File: config.mk
export PLATFORM = sky130hd
export DESIGN_NAME = wdt_timeout
export DESIGN_NICKNAME = d
export VERILOG_FILES = /design/src/rtl/wdt_pkg.sv /design/src/rtl/wdt_prescaler.sv /design/src/rtl/wdt_mode_ctrl.sv /design/src/rtl/wdt_counter.sv /design/src/rtl/wdt_timeout.sv
export SDC_FILE = /design/constraint.sdc
export NUM_CORES = 1
export LEC_CHECK = 0
export ABC_AREA = 1
export ABC_CLOCK_PERIOD_IN_PS = 4550
export BUFFER_PORTS_ARGS = -buffer_cell sky130_fd_sc_hd__buf_2
export CORE_UTILIZATION = 40
export CTS_CLUSTER_SIZE = 30
export DETAILED_ROUTE_END_ITERATION = 8
export PLACE_DENSITY = 0.6
export SETUP_SLACK_MARGIN = 0.1
export SLEW_MARGIN = 20
export SYNTH_ARGS = -nofsm -noshare
export SYNTH_HDL_FRONTEND = slang
export SYNTH_HIERARCHICAL = 1
export SYNTH_SLANG_ARGS = --single-unit
File: constraint.sdc
create_clock -name clk_i -period 4.55 [get_ports clk_i]
set_clock_uncertainty 0.15 [all_clocks]
set_input_delay 0.91 -clock clk_i [delete_from_list [all_inputs] [get_ports clk_i]]
set_output_delay 0.91 -clock clk_i [all_outputs]
set_load 0.01 [all_outputs]
File: src/rtl/wdt_pkg.sv
package wdt_pkg;
  typedef struct packed {
    logic enter;  // clear flag: (re)enter timeout mode
    logic leave;  // set flag: proper exit
  } wdt_cmd_t;
endpackage

File: src/rtl/wdt_prescaler.sv
module wdt_prescaler #(
  parameter int unsigned PSC_W  = 14,
  parameter int unsigned FAST_W = 8
) (
  input  logic clk_i,
  input  logic rst_ni,
  input  logic fast_i,
  output logic tick_o
);
  logic [PSC_W-1:0] psc_q;

  // free running, never resynchronized to mode changes
  always_ff @(posedge clk_i or negedge rst_ni) begin
    if (!rst_ni) psc_q <= '0;
    else         psc_q <= psc_q + 1'b1;
  end

  generate
    if (FAST_W < PSC_W) begin : g_two_rate
      assign tick_o = fast_i ? (&psc_q[FAST_W-1:0]) : (&psc_q);
    end else begin : g_one_rate
      logic unused_fast;
      assign unused_fast = fast_i;
      assign tick_o      = &psc_q;
    end
  endgenerate
endmodule

File: src/rtl/wdt_mode_ctrl.sv
module wdt_mode_ctrl
  import wdt_pkg::*;
(
  input  logic     clk_i,
  input  logic     rst_ni,
  input  logic     we_i,
  input  logic     endinit_i,
  input  logic     rate_req_i,
  input  logic     wrap_i,
  output wdt_cmd_t cmd_o,
  output logic     tmo_o,
  output logic     rate_o,
  output logic     expired_o
);
  logic tmo_q, rate_q, exp_q;

  always_comb begin
    cmd_o.leave = we_i &  endinit_i & ~exp_q;
    cmd_o.enter = we_i & ~endinit_i & ~exp_q;
  end

  always_ff @(posedge clk_i or negedge rst_ni) begin
    if (!rst_ni) begin
      tmo_q  <= 1'b1;
      rate_q <= 1'b0;
      exp_q  <= 1'b0;
    end else begin
      if (cmd_o.leave) begin
        tmo_q  <= 1'b0;
        rate_q <= rate_req_i;  // deferred rate latch
      end else if (cmd_o.enter) begin
        tmo_q  <= 1'b1;
      end
      if (wrap_i) exp_q <= 1'b1;
    end
  end

  assign tmo_o     = tmo_q;
  assign rate_o    = rate_q;
  assign expired_o = exp_q;
endmodule

File: src/rtl/wdt_counter.sv
module wdt_counter
  import wdt_pkg::*;
#(
  parameter int unsigned CNT_W = 16
) (
  input  logic             clk_i,
  input  logic             rst_ni,
  input  wdt_cmd_t         cmd_i,
  input  logic             tmo_i,
  input  logic             expired_i,
  input  logic             tick_i,
  output logic [CNT_W-1:0] count_o,
  output logic             wrap_o,
  output logic             ovf_o
);
  localparam logic [CNT_W-1:0] LOAD_VAL = {CNT_W{1'b1}} - CNT_W'(3);

  logic [CNT_W-1:0] cnt_q;
  logic             ovf_q;
  logic             run;

  assign run    = tmo_i & ~expired_i & ~cmd_i.enter & ~cmd_i.leave;
  assign wrap_o = run & tick_i & (&cnt_q);

  always_ff @(posedge clk_i or negedge rst_ni) begin
    if (!rst_ni) begin
      cnt_q <= LOAD_VAL;
      ovf_q <= 1'b0;
    end else begin
      if (cmd_i.enter)        cnt_q <= LOAD_VAL;
      else if (run && tick_i) cnt_q <= cnt_q + 1'b1;
      ovf_q <= wrap_o;
    end
  end

  assign count_o = cnt_q;
  assign ovf_o   = ovf_q;
endmodule

File: src/rtl/wdt_timeout.sv
module wdt_timeout
  import wdt_pkg::*;
#(
  parameter int unsigned CNT_W  = 16,
  parameter int unsigned PSC_W  = 14,
  parameter int unsigned FAST_W = 8
) (
  input  logic             clk_i,
  input  logic             rst_ni,
  input  logic             endinit_we_i,
  input  logic             endinit_i,
  input  logic             rate_req_i,
  output logic             tmo_mode_o,
  output logic [CNT_W-1:0] count_o,
  output logic             rate_o,
  output logic             ovf_o
);
  wdt_cmd_t cmd;
  logic     tick, wrap, expired;

  wdt_prescaler #(.PSC_W(PSC_W), .FAST_W(FAST_W)) i_psc (
    .clk_i  (clk_i),
    .rst_ni (rst_ni),
    .fast_i (rate_o),
    .tick_o (tick)
  );

  wdt_mode_ctrl i_mode (
    .clk_i      (clk_i),
    .rst_ni     (rst_ni),
    .we_i       (endinit_we_i),
    .endinit_i  (endinit_i),
    .rate_req_i (rate_req_i),
    .wrap_i     (wrap),
    .cmd_o      (cmd),
    .tmo_o      (tmo_mode_o),
    .rate_o     (rate_o),
    .expired_o  (expired)
  );

  wdt_counter #(.CNT_W(CNT_W)) i_cnt (
    .clk_i     (clk_i),
    .rst_ni    (rst_ni),
    .cmd_i     (cmd),
    .tmo_i     (tmo_mode_o),
    .expired_i (expired),
    .tick_i    (tick),
    .count_o   (count_o),
    .wrap_o    (wrap),
    .ovf_o     (ovf_o)
  );
endmodule

==> flow_summary_export.csv <==
group,metric,value,unit
cts,cts_setup_buffers,0,
yosys,syn_nets,226,
yosys,seq_area_frac_synth,0.457,
floorplan,core_area,4470,um2
timing,slew_violations,0,
timing,setup_tns,0,ns
worst_setup_path,critPathKind,"reg2out",
worst_setup_path,critPathSlowestCell,"dfstp_2",
drt,drt-total-wl,3.70,mm
cts,clk_pin_slew,0.07,ns
yosys,netlist_instances,219,
power,p_leak,1.12,nW
placement,placed_area,2080,um2
cts,numCtsBuffers,5,
yosys,ys_ff_latch,34,
floorplan,start_util,0.425,
yosys,synth.top_cells.by_area,"dfrtp_1, dfstp_2, nand2_1, nand3_1, inv_1",
worst_setup_path,worst_setup_path_end_kind,"primary output",
final_layout,area_delta_synth_final,14.1,%
cts,cts_root_buf,"clkbuf_8",
cts,htreeDepth,2,
cts,cts_hold_buf,0,
timing,setup_viol,0,
global_route,antenna_found_initial,0,
worst_setup_path,cp.depth,1,
timing,slew_headroom,0.484,
drt,avgRoutedWirePerCell,12.3,um
final_layout,fin_util,0.485,
placement,gp_congestion,0.782,
global_route,track_usage,0.164,
yosys,ys_warn_count,6,
yosys,yosys-top-cells-count,"nand2_1, inv_1, nand3_1",
worst_setup_path,cp_top_family,"flip-flops",
yosys,synth_edf_count,0,
floorplan,die_x,71.0,um
drt,drc,0,
timing,worstMarginPinSlew,0.774,ns
worst_setup_path,crit_path_start_kind,"register",
floorplan,rows,24,
drt,ant_nets,0,
placement,io_buffers,23,
cts,cts_resized,0,
yosys,syn_area,1900,um2
hold_path,worstHoldPathType,"reg2reg",
floorplan,io_pins,24,
placement,dpl.hpwl,2.62,mm
timing,finalHoldViolations,0,
final_layout,drive_gt1_frac,0.341,
drt,via_count,1507,
yosys,synthMostInstantiatedCell,"nand2_1",
power,p_total,0.561,mW
floorplan,die_h,71.0,um
cts,clockBufferDepth,2,
yosys,synth_top_area_share,0.250,
worst_setup_path,path_cells,"buf_2",
worst_setup_path,critPathMaxStageDelay,0.60,ns
timing,min_period,2.10,ns
global_route,grt_pass1_vias,1348,
yosys,synth.distinct_cells,28,
drt,drt-initial-drc-count,125,
final_layout,final_nets,255,
power,ir_drop,0.000134,V
final_layout,antenna_cells,0,
timing,post-route-period-util,0.461,
worst_setup_path,cp_num_buf_inv,1,
cts,cts.sinks,34,
worst_setup_path,reg2regPathDepth,11,
final_layout,final_cells,301,
yosys,syn_avg_cell_area,8.69,um2
drt,vias_per_cell,5.01,
timing,fmax,477,MHz
cts,cts_tree,"built",
floorplan,dieArea,5040,um2
worst_setup_path,crit_fanout,6,
global_route,grt_start_max_net_pins,35,
final_layout,fin_area,2170,um2
placement,dp_cells,293,
drt,drt_first_pass_iters,7,
power,power_density,258,nW/um2
flow_run,drv_cap,0,
yosys,synthArstFlopShare,1.00,
cts,clkLatencyLatePin,0.29,ns
yosys,yosysTopAreaCell,"dfrtp_1",
hold_path,min_path_cells,1,
worst_setup_path,required,3.49,ns
global_route,grt_pass1_wl,6.31,mm
yosys,synth_ff_type,"dfrtp_1",
global_route,gr-total-overflow,0,
worst_setup_path,worstPathArrival,1.04,ns
status,status,"completed",
timing,rsz0062_at_grt,"no",
-- power breakdown --
group	switching [mW]	leakage [nW]	internal, mW
logic	0.0153	0.668	0.00493
clock network	0.112	0.0482	0.122
registers	0.00195	0.407	0.305
total	0.129	1.12	0.432
-- area by class of cell --
type | count | area, um2
Sequential cell | 34 | 870
Fill cell | 448 | 2300
Multi-Input combinational cell | 154 | 917
Timing Repair Buffer | 23 | 115
Tap cell | 52 | 65.1
Inverter | 30 | 113
Clock buffer | 7 | 86.3
Clock inverter | 1 | 5.00
-- per-stage QoR --
stage	setup WS, ns	hold slack, ns
after global placement	2.19	0.313
after detailed placement	2.16	0.311
after global routing	2.26	0.353
after CTS	2.45	0.325
after floorplan	2.49	0.292
final	2.45	0.318
-- path summary, 6_finish.rpt --
check,startpoint,to,slack (ns)
setup / recovery,i_cnt/count_o[2],count_o[2],2.45
hold / removal,i_psc/psc_q[0],i_psc/psc_q[0],0.32
setup reg to reg,i_psc/psc_q[0],i_cnt/count_o[8],2.47
hold reg to reg,i_psc/psc_q[0],i_psc/psc_q[0],0.32
max in group asynchronous,rst_ni,i_cnt/count_o[1],3.21
min in group asynchronous,rst_ni,i_psc/psc_q[0],0.54
-- sequential cells by signal, summed over array words and instances (netlist names) --
name,cells
i_mode/rate_o,1
i_mode/tmo_o,1
i_cnt/ovf_o,1
i_mode/expired_o,1
i_cnt/count_o,16
i_psc/psc_q,14
-- logic make-up after synthesis --
group | share of synthesized area
compound gates | 0.0362
fa+ha+maj | 0.0131
buf+inv | 0.0611
flops | 0.457
simple gates | 0.393
xor+xnor | 0.0401
-- per-layer routing --
layer / global-route usage / share of wire
met1: 0.231 / 0.52
met2: 0.235 / 0.41
met3: 0.0385 / 0.046
met4: 0.0867 / 0.024
met5: 0 / 0
-- cells in the final DEF (no fill, tap or decap), types with 3 or more instances in the layout --
cell type	instances
a21oi_1	3
buf_2	23
clkbuf_8	6
dfrtp_1	19
dfstp_2	15
inv_1	26
inv_2	4
nand2_1	48
nand2_2	12
nand3_1	24
nand3b_1	6
nand4_1	10
nor2_1	10
nor2_2	7
nor2_4	6
o21ai_1	7
xor2_1	3
Note: power is estimated with default switching activity, not from simulation.
